`src/rtl/dcol_hit_capture.sv`:
```
module dcol_hit_capture #(
  parameter int NPIX       = 16,
  parameter int TS_W       = 8,
  parameter int FIFO_DEPTH = 8
) (
  input  logic                             clk,
  input  logic                             rst_n,
  input  logic [NPIX-1:0]                  hit_in,
  input  logic [NPIX-1:0]                  test_inj,
  input  logic [NPIX-1:0]                  mask,
  input  logic                             rd_en,
  output logic [TS_W+$clog2(NPIX)-1:0]     rd_data,
  output logic                             fifo_empty,
  output logic                             fifo_full,
  output logic                             busy,
  output logic [TS_W-1:0]                  ts_now
);
  localparam int AW = $clog2(NPIX);
  localparam int EW = TS_W + AW;
  localparam int PW = (FIFO_DEPTH > 1) ? $clog2(FIFO_DEPTH) : 1;

  logic [NPIX-1:0] hit_q, grant, clr;
  logic [AW-1:0]   win_addr;
  logic [TS_W-1:0] ts_cnt, ts_lat, ep_ts;
  logic            busy_q, ep_start, push, pop;
  logic [EW-1:0]   mem [FIFO_DEPTH];
  logic [PW-1:0]   wp, rp;
  logic [PW:0]     cnt;

  assign busy       = |hit_q;
  assign ep_start   = busy & ~busy_q;
  assign ep_ts      = ep_start ? ts_cnt : ts_lat;
  assign fifo_empty = (cnt == '0);
  assign fifo_full  = (cnt == (PW+1)'(FIFO_DEPTH));
  assign push       = busy & ~fifo_full;
  assign pop        = rd_en & ~fifo_empty;
  assign clr        = push ? grant : '0;
  assign rd_data    = mem[rp];
  assign ts_now     = ts_cnt;

  always_comb begin
    grant    = '0;
    win_addr = '0;
    for (int i = NPIX-1; i >= 0; i--) begin
      if (hit_q[i]) begin
        grant    = '0;
        grant[i] = 1'b1;
        win_addr = AW'(i);
      end
    end
  end

  always_ff @(posedge clk) begin
    if (!rst_n) begin
      hit_q  <= '0;
      ts_cnt <= '0;
      ts_lat <= '0;
      busy_q <= 1'b0;
    end else begin
      hit_q  <= ((hit_q & ~clr) | hit_in | test_inj) & ~mask;
      ts_cnt <= ts_cnt + 1'b1;
      busy_q <= busy;
      if (ep_start) ts_lat <= ts_cnt;
    end
  end

  always_ff @(posedge clk) begin
    if (!rst_n) begin
      wp  <= '0;
      rp  <= '0;
      cnt <= '0;
    end else begin
      if (push) wp <= (wp == PW'(FIFO_DEPTH-1)) ? '0 : wp + 1'b1;
      if (pop)  rp <= (rp == PW'(FIFO_DEPTH-1)) ? '0 : rp + 1'b1;
      cnt <= cnt + (PW+1)'(push) - (PW+1)'(pop);
    end
  end

  always_ff @(posedge clk) begin
    if (push) mem[wp] <= {ep_ts, win_addr};
  end

  p_ts_step_r2: assert property (@(posedge clk) disable iff (!rst_n)
    $past(rst_n) |-> ts_cnt == TS_W'($past(ts_cnt) + 1'b1));

  p_busy_fall_r4: assert property (@(posedge clk) disable iff (!rst_n)
    $fell(busy) |-> ($past(push) || $past(|mask)));

  p_one_clear_r5: assert property (@(posedge clk) disable iff (!rst_n)
    $countones($past(hit_q) & ~hit_q & ~$past(mask)) <= 1);

  p_ts_shared_r7: assert property (@(posedge clk) disable iff (!rst_n)
    (busy && !ep_start) |-> ep_ts == $past(ep_ts));

  p_stall_hold_r8: assert property (@(posedge clk) disable iff (!rst_n)
    (fifo_full && !rd_en) |=> fifo_full);

  p_no_overflow_r8: assert property (@(posedge clk) disable iff (!rst_n)
    cnt <= (PW+1)'(FIFO_DEPTH));
endmodule

```
`config.mk`:
```
export PLATFORM = sky130hd
export DESIGN_NAME = dcol_hit_capture
export DESIGN_NICKNAME = d
export VERILOG_FILES = /design/src/rtl/dcol_hit_capture.sv
export SDC_FILE = /design/constraint.sdc
export NUM_CORES = 1
export LEC_CHECK = 0
export ABC_AREA = 1
export BUFFER_PORTS_ARGS = -buffer_cell sky130_fd_sc_hd__clkbuf_2
export CAP_MARGIN = 20
export CORE_ASPECT_RATIO = 0.6
export CORE_MARGIN = 1.5
export CORE_UTILIZATION = 38
export CTS_BUF_LIST = sky130_fd_sc_hd__clkbuf_2
export CTS_CLUSTER_SIZE = 12
export DETAILED_ROUTE_END_ITERATION = 16
export SYNTH_ARGS = -nofsm -noshare
export SYNTH_HDL_FRONTEND = slang
export SYNTH_SLANG_ARGS = --single-unit
```
`constraint.sdc`:
```
create_clock -name clk -period 2.2 [get_ports clk]
set_clock_uncertainty 0.05 [all_clocks]
set_input_delay 0.22 -clock clk [delete_from_list [all_inputs] [get_ports clk]]
set_output_delay 0.22 -clock clk [all_outputs]
set_load 0.01 [all_outputs]
```
== After elaboration in Yosys (flattened, before gate mapping) ==
Memories as Yosys holds them, arrays and structs flattened. A register that Yosys moved wholly into a read port is not among the register bits.
Index checks and enable logic that the tools add are counted.

* Register bits: 43
* Memory bits (writable): 96
* Bits of input ports: 51
* Output and inout port bits: 23
* Word-level logic and storage cells: 70
* Memories: 1

{| class="wikitable"
|+ Memory list
! memory !! depth !! bits a word !! rd ports !! clocked after Yosys merged registers in !! wr ports !! RTL line !! source
|-
| mem || 8 || 12 || 1 || 1 || 1 || 26 || <nowiki>logic [EW-1:0] mem [FIFO_DEPTH];</nowiki>
|}

* Add/subtract/negate cells: 5
* Eq/ne operators: 3
* Mux-type cells: 40
* Bitwise operators: 12
* Reduce and logical (&&, ||, !) cells: 2

{| class="wikitable"
|+ Operators by type and width
! operator !! number
|-
| $mux W16 || 17
|-
| $mux W4 || 16
|-
| $and A16 B16 Y16 || 2
|-
| $not A16 Y16 || 2
|-
| $or A16 B16 Y16 || 2
|-
| $reduce_or A16 Y1 || 1
|-
| $mux W3 || 4
|-
| $add A8 B1 Y8 const B || 1
|-
| $mux W8 || 1
|-
| $add A3 B1 Y3 const B || 2
|-
| $eq A3 B3 Y1 const B || 2
|-
| $add A4 B1 Y4 || 1
|-
| $eq A4 B4 Y1 const B || 1
|-
| $logic_not A4 Y1 || 1
|-
| $sub A4 B1 Y4 || 1
|-
| $and A1 B1 Y1 || 3
|-
| $not A1 Y1 || 3
|-
| $mux W1 || 2
|}

== Longest topological paths before layout ==
Gate-level depths: netlist of the first run.

* Depth after elaboration: 22
* Depth in mapped cells: 14
* Gate-level depth less buffers: 14

== Least setup slack after synthesis of the first run ==
OpenSTA, ideal clock, no wires.

* Kind: reg2reg
* From: reg cnt[2]
* To: reg cnt[2]
* Setup time: 0.128 ns
* Arrival: 1.774 ns
* Required time: 2.022 ns
* Setup slack: 0.248 ns
* Stages on the path, launching flop included: 13
* Buffers on the path: 0
* Clock period less this slack: 1.952 ns
* Cell sequence: dfxtp_1 inv_1 ha_1 nand3_1 nand2_1 inv_1 ha_1 inv_1 ha_1 inv_1 fa_1 xor2_1 nor2_1

* Elaborated cells on any way between the ends: 8
* Those cells by class: add/sub (2); eq/ne (1); bitwise (4); reduce/logical (1)

{| class="wikitable"
|+ RTL lines
! what !! RTL line !! source
|-
| from (decl) || 28 || <nowiki>logic [PW:0] cnt;</nowiki>
|-
| from (signal assigned) || 75 || <nowiki>cnt <= cnt + (PW+1)'(push) - (PW+1)'(pop);</nowiki>
|-
| $logic_not A4 Y1 || 33 || <nowiki>assign fifo_empty = (cnt == '0);</nowiki>
|-
| $not A1 Y1 || 36 || <nowiki>assign pop = rd_en & ~fifo_empty;</nowiki>
|-
| $and A1 B1 Y1 || 36 ||
|-
| net pop || 25 || <nowiki>logic busy_q, ep_start, push, pop;</nowiki>
|-
| $sub A4 B1 Y4 || 75 ||
|}

The timed path passes the listed nets, and every way through them passes these cells.
A chain may end at the register's enable or synchronous reset.

==> summary.txt, run 1 <==
Status
  – Run status: finished with violations
  – Violations in the final reports: negative setup slack

STA
  – Accumulated negative setup slack: -0.4762 ns
  – Final Max Slew Viols: 0
  – Remaining max-slew budget at the tightest pin: 0.5069
  – Post-route clock period utilization: 1.037
  – Post-route setup slack: -0.08145 ns
  – Slew at the pin closest to its max-slew limit: 0.7389 ns
  – Unrepaired setup endpoints after global routing: true
  – Min Clock Period, post-route: 2.281 ns
  – Total count of hold-check failures in the final report: 0
  – Highest clock rate: 438.3 MHz
  – # setup viols final: 11

Die
  – Count of standard-cell rows: 35
  – Initial Util: 0.3905
  – IO Pins: 74
  – Y dimension of the die: 100.4 um
  – Die footprint: 16580 um2
  – Core Area: 15370 um2
  – Die width: 165.3 um

Place
  – Final Wtd Congestion: 0.8487
  – Detail Placement HPWL: 9.105 mm
  – Dpl cells: 871
  – Area of placed instances: 6723 um2
  – Number of port buffers: 73
  – Minimum setup slack after placement: 0.09986 ns

Min path
  – Number of cells traversed by the worst hold path: 4
  – Tightest Hold Check Type: in2reg

Worst setup path
  – Path type of the worst setup path: reg2out
  – Register-to-register path setup slack: 0.12 ns
  – Critical-path maximum fanout: 24
  – Startpoint kind of the worst setup timing path: flop
  – Slowest cell on the critical path: sky130_fd_sc_hd__dfxtp_4
  – Critical path destination: rd_data[10]
  – Source of the worst register-to-register timing path: hit_q[8]$_SDFF_PN0_
  – Required time of the critical path: 1.93 ns
  – Logic depth of the worst register-to-register path: 8
  – Data arrival time of the worst path: 2.01 ns
  – Delay of the slowest cell on the worst path: 0.50 ns
  – List of cells traversed by the critical path: inv_8, buf_4, buf_16, o21ai_0, a31oi_2, buf_2
  – End of the worst register-to-register path: hit_q[6]$_SDFF_PN0_
  – Kind of capture point of the worst setup path: primary output

Final layout
  – Number of fill cells in the layout: 1350
  – Number of diodes added for antenna fixing: 0
  – Syn-to-layout area delta: 31.12%
  – Layout Nets: 802
  – Total area of multi-input combinational cells: 1972 um2
  – Share of final-layout standard cells stronger than drive strength 1: 0.2832
  – Final standard cell count with taps included and fillers excluded: 955
  – Most frequent standard cell in the layout excluding fill and tap cells: sky130_fd_sc_hd__nor2_1
  – Sequential cell area: 3817 um2
  – Leading cell types in the layout, fill and taps excluded: sky130_fd_sc_hd__nor2_1, sky130_fd_sc_hd__edfxtp_1, sky130_fd_sc_hd__clkbuf_2, sky130_fd_sc_hd__inv_1, sky130_fd_sc_hd__nand2_1
  – Non-Filler Cell Area, Final: 7870 um2

Logic synthesis
  – Synth Instances: 594
  – EDFF count, synth: 96
  – Library cells used by synthesis: 35
  – Post-synthesis net count: 657
  – Sequential element share of the synthesized area: 0.6337
  – Synth async-reset ratio: 0
  – Average cell area after synthesis: 10.10 um2
  – Netlist area before placement: 6002 um2
  – Seq cells post-synth: 142
  – Synthesis warning total: 0
  – Most used flip-flop cell after synthesis: sky130_fd_sc_hd__edfxtp_1

Routing
  – Met3 layer wire length in the routed design: 1.342 mm
  – Total Routed Length: 15.06 mm
  – DR WL met2: 6.589 mm
  – Number of antenna-violating nets in the routed design: 0
  – Per-cell routed wire length: 15.77 um
  – Met1 routed wirelength after detailed routing: 7.096 mm
  – Starting DRT DRC Count: 435
  – Highest metal layer with signal wires: met4
  – Pre-Repair DR Iteration Count: 5
  – Per-cell via count in the routed design: 4.831
  – Number of design rule violations left after detail routing: 0
  – Via count: 4614

Global routing
  – Largest net degree at the start of global routing: 26
  – Antenna violations before repair: 0
  – Total grt overflow: 0
  – Combined global-route utilization of all metal layers: 0.1909
  – Via count of the first global-routing pass: 4533
  – Wire length of the first global-routing pass: 23.45 mm

Clock network
  – Clock transition at the registers of the reported paths: 0.22 ns
  – CTS tree: built
  – H-tree Lvls: 4
  – TritonCTS sink count: 142
  – Cell chosen for the clock root: sky130_fd_sc_hd__clkbuf_2
  – Max Root-Sink Buffers: 2
  – Worst skew pair latency: 0.66 ns
  – Total CTS buffers: 17

Power and ir drop
  – Power per cell area: 1106 nW/um2
  – Total design power: 8.707 mW
  – Max rail drop VDD: 0.4524 mV
  – Leakage power total: 3.241 nW

Run
  – MaxCap Viol Count: 0
flip-flops by register name, summed over array words and instances (netlist names), named ones only:
name    cells
ts_lat      8
cnt         4
busy_q      1
ts_now      8
hit_q      16
mem        96
rp          3
wp          3
power breakdown:
part	leakage [nW]	internal, mW	switching [mW]
Sequential	1.28	3.46	0.214
Clock	0.189	0.994	0.950
Combinational	1.78	1.31	1.78
Total	3.24	5.77	2.94
Yosys cell counts (2+ instances only):
| library cell | instances | area [um2] |
|---|---|---|
| sky130_fd_sc_hd__a31oi_1 | 12 | 75.07 |
| sky130_fd_sc_hd__inv_2 | 3 | 11.26 |
| sky130_fd_sc_hd__a211oi_1 | 4 | 30.03 |
| sky130_fd_sc_hd__inv_1 | 53 | 198.9 |
| sky130_fd_sc_hd__or2_2 | 13 | 81.33 |
| sky130_fd_sc_hd__nor2_2 | 5 | 31.28 |
| sky130_fd_sc_hd__nand2_1 | 45 | 168.9 |
| sky130_fd_sc_hd__buf_2 | 2 | 10.01 |
| sky130_fd_sc_hd__nand3_1 | 11 | 55.05 |
| sky130_fd_sc_hd__o211a_1 | 2 | 20.02 |
| sky130_fd_sc_hd__xor2_1 | 2 | 17.52 |
| sky130_fd_sc_hd__o21ai_2 | 8 | 70.07 |
| sky130_fd_sc_hd__o22ai_1 | 12 | 75.07 |
| sky130_fd_sc_hd__edfxtp_1 | 96 | 2883 |
| sky130_fd_sc_hd__a21oi_1 | 20 | 100.1 |
| sky130_fd_sc_hd__nand2_2 | 4 | 25.02 |
| sky130_fd_sc_hd__dfxtp_1 | 46 | 920.9 |
| sky130_fd_sc_hd__ha_1 | 11 | 137.6 |
| sky130_fd_sc_hd__clkbuf_1 | 17 | 63.81 |
| sky130_fd_sc_hd__nor2_1 | 146 | 548.0 |
| sky130_fd_sc_hd__nor3_1 | 4 | 20.02 |
| sky130_fd_sc_hd__nand4_1 | 2 | 12.51 |
| sky130_fd_sc_hd__o21ai_0 | 64 | 320.3 |
routing by layer:
metal,GRT usage,vias up
met1,0.2761,2176
met3,0.04421,2
met5,0,-
met2,0.2926,137
li1,-,2299
met4,0.04089,0
worst max-delay path, delay by kind of cell (launching register included):
| kind | cells | cell delay [ns] |
|---|---|---|
| buffers and inverters | 4 | 0.53 |
| AOI/OAI and AO/OA | 2 | 0.33 |
| DFF | 1 | 0.50 |
layout make-up:
class                      instances  area share
clock buffer                      19     0.01208
clock inverter                    13     0.03005
inverter                          56     0.02909
multi-input combinational        373      0.2506
sequential                       142      0.4851
tap                              203     0.03227
timing repair buffer             149      0.1609
logic make-up (layout without fill, tap and decap cells):
| family | Yosys count | after routing | synth area share |
|---|---|---|---|
| buffers and inverters | 79 | 237 | 0.05441 |
| adder cells (fa/ha/maj) | 12 | 12 | 0.02627 |
| AO/OA/AOI/OAI | 124 | 124 | 0.1176 |
| flip-flops | 142 | 142 | 0.6337 |
| XOR/XNOR | 2 | 2 | 0.002919 |
| AND/OR/NAND/NOR | 235 | 235 | 0.1651 |
metrics by stage:
stage | utilization | hold WS, ns
5_1_grt | 0.5120 | 0.1892
3_5_place_dp | 0.4374 | 0.3413
3_3_place_gp | 0.4374 | 0.3423
2_1_floorplan | - | 0.2485
4_1_cts | 0.4952 | 0.1794
6_report | 0.5120 | 0.2725
worst min path at each step:
| stage | startpoint | to | slack (ns) |
|---|---|---|---|
| floorplan | mask[0] | hit_q[0]$_SDFF_PN0_ | 0.25 |
| global placement | mask[12] | hit_q[12]$_SDFF_PN0_ | 0.34 |
| detailed placement | mask[8] | hit_q[8]$_SDFF_PN0_ | 0.34 |
| CTS | hit_in[10] | hit_q[10]$_SDFF_PN0_ | 0.18 |
| global route | test_inj[7] | hit_q[7]$_SDFF_PN0_ | 0.19 |
| finish | mask[10] | hit_q[10]$_SDFF_PN0_ | 0.27 |
what timing repair did:
item / CTS / global route
resized for setup: 34 / 60
hold buffers: 35 / 0
setup buffers: 3 / 8
pin swaps: 4 / 15
cloned: 4 / 3
setup endpoints to repair: 12 / 89
hold endpoints to repair: 31 / 0
Note: power is estimated with default switching activity, not from simulation.
==> run 2, diff against run 1 <==
==> constraint.sdc (replaced) <==
create_clock -name clk -period 2.2 [get_ports clk]
set_clock_uncertainty 0.05 [all_clocks]
set_input_delay 0.11 -clock clk [delete_from_list [all_inputs] [get_ports clk]]
set_output_delay 0.11 -clock clk [all_outputs]
set_load 0.01 [all_outputs]
==> run 2 against run 1 <==
Against the previous run:
- the flow still finishes with violations (negative setup slack)
- non-clock buffer count shrank 6
- critical endpoint unchanged
- combinational power down 3%
- largest power group unchanged
- sequential power barely moved
- cell area is 2.6% lower
- clock power fell by 20%
- hold slack worse by 0.12 ns
- setup slack improved by 0.064 ns
- first-iteration DRC count fell by 26%
- final cell count shrank 0.63%
==> summary.txt, run 2 (synthesis gave the netlist of run 1 again) <==
Die
  – Core Area: 15370 um2 (unchanged)
  – Y dimension of the die: 100.4 um (unchanged)
  – Count of standard-cell rows: 35 (unchanged)
  – IO Pins: 74 (unchanged)
  – Die footprint: 16580 um2 (unchanged)
  – Die width: 165.3 um (unchanged)
  – Initial Util: 0.3905 (unchanged)

Global routing
  – Wire length of the first global-routing pass: 23.01 mm (-1.9%)
  – Total grt overflow: 0 (unchanged)
  – Via count of the first global-routing pass: 4343 (-4.2%)
  – Combined global-route utilization of all metal layers: 0.1861 (-0.004817)
  – Antenna violations before repair: 0 (unchanged)
  – Largest net degree at the start of global routing: 29 (+12%)

Routing
  – Starting DRT DRC Count: 321 (-26%)
  – Per-cell via count in the routed design: 4.900 (+1.4%)
  – Via count: 4650 (+0.78%)
  – Per-cell routed wire length: 15.93 um (+0.97%)
  – Number of antenna-violating nets in the routed design: 0 (unchanged)
  – Number of design rule violations left after detail routing: 0 (unchanged)
  – Pre-Repair DR Iteration Count: 5 (unchanged)
  – Total Routed Length: 15.11 mm (+0.34%)

Place
  – Number of port buffers: 73 (unchanged)
  – Detail Placement HPWL: 9.256 mm (+1.7%)
  – Final Wtd Congestion: 0.8310 (-2.1%)
  – Dpl cells: 870 (-0.11%)

Final layout
  – Layout Nets: 796 (-0.75%)
  – Syn-to-layout area delta: 27.68%
  – Most frequent standard cell in the layout excluding fill and tap cells: sky130_fd_sc_hd__nor2_1
  – Flip-flop count of the largest register after layout: 96 (unchanged)
  – Number of fill cells in the layout: 1369 (+1.4%)
  – Share of final-layout standard cells stronger than drive strength 1: 0.2842 (+0.0009376)
  – Leading cell types in the layout, fill and taps excluded: sky130_fd_sc_hd__nor2_1, sky130_fd_sc_hd__edfxtp_1, sky130_fd_sc_hd__clkbuf_2, sky130_fd_sc_hd__inv_1, sky130_fd_sc_hd__o21ai_0
  – Largest regs: mem x96, hit_q x16
  – Register containing the most flip-flops in the final layout: mem
  – Number of diodes added for antenna fixing: 0 (unchanged)
  – Final standard cell count with taps included and fillers excluded: 949 (-0.63%)

Status
  – Violations in the final reports: negative setup slack
  – Run status: finished with violations

Clock network
  – Cell chosen for the clock root: sky130_fd_sc_hd__clkbuf_2
  – Clock transition at the registers of the reported paths: 0.24 ns (+0.02 ns)
  – H-tree Lvls: 4 (unchanged)
  – Worst skew pair latency: 0.68 ns (+0.02 ns)
  – Total CTS buffers: 17 (unchanged)
  – TritonCTS sink count: 142 (unchanged)
  – Max Root-Sink Buffers: 2 (unchanged)
  – CTS tree: built

Min path
  – Tightest Hold Check Type: in2reg
  – Number of cells traversed by the worst hold path: 4 (unchanged)

Power and ir drop
  – Max rail drop VDD: 0.4064 mV (-10%)
  – Power per cell area: 1072 nW/um2 (-3.1%)
  – Total design power: 8.212 mW (-5.7%)
  – Leakage power total: 3.144 nW (-3.0%)

STA
  – Min Clock Period, post-route: 2.217 ns (-0.06417 ns)
  – Unrepaired setup endpoints after global routing: true
  – Slew at the pin closest to its max-slew limit: 0.5550 ns (-0.1839 ns)
  – Post-route setup slack: -0.01729 ns (+0.06417 ns)
  – Post-route clock period utilization: 1.008 (-0.02917)
  – # setup viols final: 1 (-10)
  – Highest clock rate: 451.0 MHz (+2.9%)
  – Accumulated negative setup slack: -0.01729 ns (+0.4589 ns)
  – Final Max Slew Viols: 0 (unchanged)
  – Remaining max-slew budget at the tightest pin: 0.6300 (+0.1231)
  – Total count of hold-check failures in the final report: 0 (unchanged)

Worst setup path
  – Register-to-register path setup slack: 0.08 ns (-0.04 ns)
  – Required time of the critical path: 2.04 ns (+0.11 ns)
  – Startpoint kind of the worst setup timing path: flop
  – Slowest cell on the critical path: sky130_fd_sc_hd__dfxtp_4
  – Data arrival time of the worst path: 2.06 ns (+0.05 ns)
  – Critical path destination: rd_data[10]
  – Kind of capture point of the worst setup path: primary output
  – Delay of the slowest cell on the worst path: 0.47 ns (-0.03 ns)
  – Source of the worst register-to-register timing path: hit_q[15]$_SDFF_PN0_
  – Path type of the worst setup path: reg2out
  – Logic depth of the worst register-to-register path: 10 (+2)
  – End of the worst register-to-register path: hit_q[4]$_SDFF_PN0_
  – Critical-path maximum fanout: 20 (-17%)
  – List of cells traversed by the critical path: buf_12, o21ai_1, o22ai_1, nor2_1, a31oi_2, buf_2

Run
  – MaxCap Viol Count: 0 (unchanged)
-- run 2: cell count changes in the layout (fill, tap and decap cells not counted), moves of 3 or more --
cell / change
sky130_fd_sc_hd__bufinv_16: -4
sky130_fd_sc_hd__o21ai_2: -5
sky130_fd_sc_hd__dfxtp_2: +3
sky130_fd_sc_hd__dfxtp_1: -4
sky130_fd_sc_hd__o21ai_0: +7
-- run 2: per-stage QoR --
stage                     hold WS [ns]  cell area, um2  setup slack, ns  utilization
final                           0.1502            7664         -0.01729       0.4986
after global routing           0.09860            7664          -0.1710       0.4986
after CTS                       0.1029            7432         -0.05004       0.4835
after detailed placement        0.2334            6690          0.06216       0.4352
after global placement          0.2322            6690           0.1321       0.4352
after floorplan                 0.1385            6002           0.2476            -
-- run 2: layout make-up --
type | instances | area, um2 | share of cell area
Clock buffer | 18 | 90.09 | 0.01176
Clock inverter | 14 | 158.9 | 0.02073
Inverter | 56 | 220.2 | 0.02873
Multi-Input combinational cell | 373 | 1959 | 0.2557
Sequential cell | 142 | 3825 | 0.4991
Tap cell | 203 | 254.0 | 0.03314
Timing Repair Buffer | 143 | 1156 | 0.1509
-- run 2: routing by layer --
layer / share of wire / GRT usage
met1: 0.49 / 0.2696
met2: 0.44 / 0.2871
met3: 0.069 / 0.03843
met4: 0.0058 / 0.04227
met5: 0 / 0
-- run 2: worst min-delay path by stage --
stage | start | end | slack [ns]
3_3_place_gp | mask[12] | hit_q[12]$_SDFF_PN0_ | 0.23
3_5_place_dp | mask[12] | hit_q[12]$_SDFF_PN0_ | 0.23
6_report | test_inj[1] | hit_q[1]$_SDFF_PN0_ | 0.15
4_1_cts | test_inj[4] | hit_q[4]$_SDFF_PN0_ | 0.10
5_1_grt | test_inj[4] | hit_q[4]$_SDFF_PN0_ | 0.1
2_1_floorplan | mask[0] | hit_q[0]$_SDFF_PN0_ | 0.14
-- run 2: power breakdown --
| group | total (mW) | switching, mW | internal (mW) |
|---|---|---|---|
| Sequential | 3.66 | 0.192 | 3.47 |
| Clock | 1.55 | 1.01 | 0.546 |
| Combinational | 3.00 | 1.79 | 1.21 |
-- run 2: what timing repair did --
action                                 in CTS  in global routing
setup buffers                               0                  7
resized for setup                          20                 76
cloned                                      3                  3
pin swaps                                   3                  9
setup endpoints to repair                  12                102
endpoints found under the hold margin      31                  0
hold buffers                               34                  0
-- run 2: critical path: cells and delay by family, from the launching register on --
kind | cells | cell delay, ns
AOI/OAI and AO/OA | 3 | 0.50
and+or+nand+nor | 1 | 0.07
DFF | 1 | 0.47
buffers and inverters | 2 | 0.35
==> run 3, diff against run 2 <==
--- a/config.mk
+++ b/config.mk
@@ -6,7 +6,6 @@
 export NUM_CORES = 1
 export LEC_CHECK = 0
 export ABC_AREA = 1
-export BUFFER_PORTS_ARGS = -buffer_cell sky130_fd_sc_hd__clkbuf_2
 export CAP_MARGIN = 20
 export CORE_ASPECT_RATIO = 0.6
 export CORE_MARGIN = 1.5
@@ -14,6 +13,7 @@
 export CTS_BUF_LIST = sky130_fd_sc_hd__clkbuf_2
 export CTS_CLUSTER_SIZE = 12
 export DETAILED_ROUTE_END_ITERATION = 16
+export DONT_BUFFER_PORTS = 1
 export SYNTH_ARGS = -nofsm -noshare
 export SYNTH_HDL_FRONTEND = slang
 export SYNTH_SLANG_ARGS = --single-unit
==> run 3 against run 2 <==
Against the previous run:
- the flow now finishes without violations
- clock power up 3%
- sequential power about the same
- die area unchanged
- combinational power about the same
- critical path type unchanged
- largest cell class unchanged
- largest power group unchanged
==> summary.txt, run 3 (synthesis gave the netlist of run 1 again) <==
Global routing
  – Total grt overflow: 0 (unchanged)
  – Antenna violations before repair: 0 (unchanged)
  – Largest net degree at the start of global routing: 29 (unchanged)
  – Wire length of the first global-routing pass: 21.76 mm (-5.5%)
  – Combined global-route utilization of all metal layers: 0.1778 (-0.008280)
  – Via count of the first global-routing pass: 4203 (-3.2%)

Routing
  – Pre-Repair DR Iteration Count: 6 (+1)
  – Via count: 4429 (-4.8%)
  – Number of design rule violations left after detail routing: 0 (unchanged)
  – Per-cell routed wire length: 16.44 um (+3.3%)
  – Per-cell via count in the routed design: 4.927 (+0.54%)
  – Total Routed Length: 14.78 mm (-2.2%)
  – Starting DRT DRC Count: 294 (-8.4%)
  – Number of antenna-violating nets in the routed design: 0 (unchanged)

Worst setup path
  – Delay of the slowest cell on the worst path: 0.42 ns (-0.05 ns)
  – CP delay by family, top: buffers and inverters
  – Most common cell on crit path: sky130_fd_sc_hd__buf_12
  – Data arrival time of the worst path: 2.03 ns (-0.03 ns)
  – Count of buffer and inverter cells on the critical path: 3 (+1)
  – List of cells traversed by the critical path: clkinvlp_4, buf_12, buf_12, o21ai_1, o22ai_2, nor2_1, a31oi_2
  – Slowest cell on the critical path: sky130_fd_sc_hd__dfxtp_4
  – Kind of capture point of the worst setup path: primary output
  – Path type of the worst setup path: reg2out
  – Required time of the critical path: 2.04 ns (about the same)
  – Critical-path maximum fanout: 6 (-70%)
  – Source of the worst register-to-register timing path: hit_q[1]$_SDFF_PN0_
  – Startpoint kind of the worst setup timing path: flop

Clock network
  – Clock transition at the registers of the reported paths: 0.24 ns (about the same)
  – TritonCTS sink count: 142 (unchanged)
  – Max Root-Sink Buffers: 2 (unchanged)
  – H-tree Lvls: 4 (unchanged)
  – Cell chosen for the clock root: sky130_fd_sc_hd__clkbuf_2
  – Worst skew pair latency: 0.70 ns (+0.02 ns)
  – Total CTS buffers: 17 (unchanged)
  – CTS tree: built

STA
  – Min Clock Period, post-route: 2.190 ns (-0.02689 ns)
  – Slew at the pin closest to its max-slew limit: 0.8589 ns (+0.3040 ns)
  – Remaining max-slew budget at the tightest pin: 0.4230 (-0.2071)
  – Total count of hold-check failures in the final report: 0 (unchanged)
  – Post-route clock period utilization: 0.9956 (-0.01222)
  – Final Max Slew Viols: 0 (unchanged)
  – Unrepaired setup endpoints after global routing: true
  – # setup viols final: 0 (-1)
  – Highest clock rate: 456.5 MHz (+1.2%)

Final layout
  – Largest regs: mem x96, hit_q x16
  – Most frequent standard cell in the layout excluding fill and tap cells: sky130_fd_sc_hd__nor2_1
  – Final standard cell count with taps included and fillers excluded: 899 (-5.3%)
  – Leading cell types in the layout, fill and taps excluded: sky130_fd_sc_hd__nor2_1, sky130_fd_sc_hd__edfxtp_1, sky130_fd_sc_hd__dlygate4sd3_1, sky130_fd_sc_hd__o21ai_0, sky130_fd_sc_hd__inv_1
  – Syn-to-layout area delta: 28.41%
  – Share of final-layout standard cells stronger than drive strength 1: 0.2170 (-0.06723)
  – Register containing the most flip-flops in the final layout: mem
  – Number of fill cells in the layout: 1362 (-0.51%)
  – Sequential cell area: 3812 um2 (-0.33%)
  – Total area of multi-input combinational cells: 2105 um2 (+7.4%)
  – Non-Filler Cell Area, Final: 7707 um2 (+0.57%)
  – Layout Nets: 747 (-6.2%)
  – Final core area utilization: 0.5014 (+0.002850)
  – Number of diodes added for antenna fixing: 0 (unchanged)
  – Flip-flop count of the largest register after layout: 96 (unchanged)

Die
  – Count of standard-cell rows: 35 (unchanged)
  – Die width: 165.3 um (unchanged)
  – Die footprint: 16580 um2 (unchanged)
  – IO Pins: 74 (unchanged)
  – Initial Util: 0.3905 (unchanged)
  – Core Area: 15370 um2 (unchanged)
  – Y dimension of the die: 100.4 um (unchanged)

Place
  – Number of port buffers: 0 (-100%)
  – Dpl cells: 798 (-8.3%)
  – Detail Placement HPWL: 8.588 mm (-7.2%)
  – Final Wtd Congestion: 0.7865 (-5.4%)
  – Area of placed instances: 6370 um2 (-4.8%)

Run
  – MaxCap Viol Count: 0 (unchanged)

Min path
  – Startpoint of the most critical hold path: hit_in[4]
  – Tightest Hold Check Type: in2reg

Status
  – Run status: complete, no violations

Power and ir drop
  – Max rail drop VDD: 0.4977 mV (+22%)
  – Leakage power total: 2.949 nW (-6.2%)
  – Power per cell area: 1071 nW/um2 (about the same)
## run 3: path summary, 6_finish.rpt
path	slack, ns	end	cells past startpoint
worst max-delay path	0.01	rd_data[9]	7
worst min-delay path	0.05	hit_q[4]$_SDFF_PN0_	3
worst min register to register	0.45	hit_q[11]$_SDFF_PN0_	2
worst max register to register	0.05	hit_q[10]$_SDFF_PN0_	9
## run 3: layer usage
layer	routed length, um	track usage	vias up
li1	-	-	2194
met1	7092	0.2419	2091
met2	6682	0.2816	133
met3	919	0.04669	11
met4	90	0.04851	0
met5	0	0	-
## run 3: report_power, final
part,switching [mW],leakage [nW],total [mW],internal (mW)
Clock,0.976,0.138,1.60,0.625
Combinational,1.82,1.54,3.02,1.20
Sequential,0.172,1.27,3.63,3.46
## run 3: what timing repair did
item | 4_1_cts | 5_1_grt
gates resized for setup | 18 | 70
hold buffers | 56 | 7
gates cloned | 0 | 6
pin swaps | 0 | 24
endpoints found under the setup margin | 12 | 24
hold endpoints to repair | 45 | 3
setup buffers | 0 | 4
## run 3: area by class of cell
type | count | share of cell area
timing repair buffer | 94 | 0.1383
clock inverter | 14 | 0.02175
tap | 203 | 0.03295
sequential | 142 | 0.4946
clock buffer | 17 | 0.01104
multi-input combinational | 373 | 0.2731
inverter | 56 | 0.02825
## run 3: through the flow
step | hold slack, ns | setup WS (ns) | power, mW | setup TNS, ns
after floorplan | 0.1385 | 0.2476 | 5.196 | 0
after global placement | 0.1411 | 0.1503 | 5.917 | 0
after detailed placement | 0.1431 | 0.1109 | 5.995 | 0
after CTS | 0.006392 | 0.0003484 | 7.793 | 0
after global routing | 0.02355 | -0.1147 | 8.755 | -1.111
final | 0.05349 | 0.009604 | 8.252 | 0
## run 3: tightest hold or removal path, stage by stage
cell and delay (ns):
sky130_fd_sc_hd__nor2_1 0.07, sky130_fd_sc_hd__dlygate4sd3_1 0.55, sky130_fd_sc_hd__a21oi_1 0.06
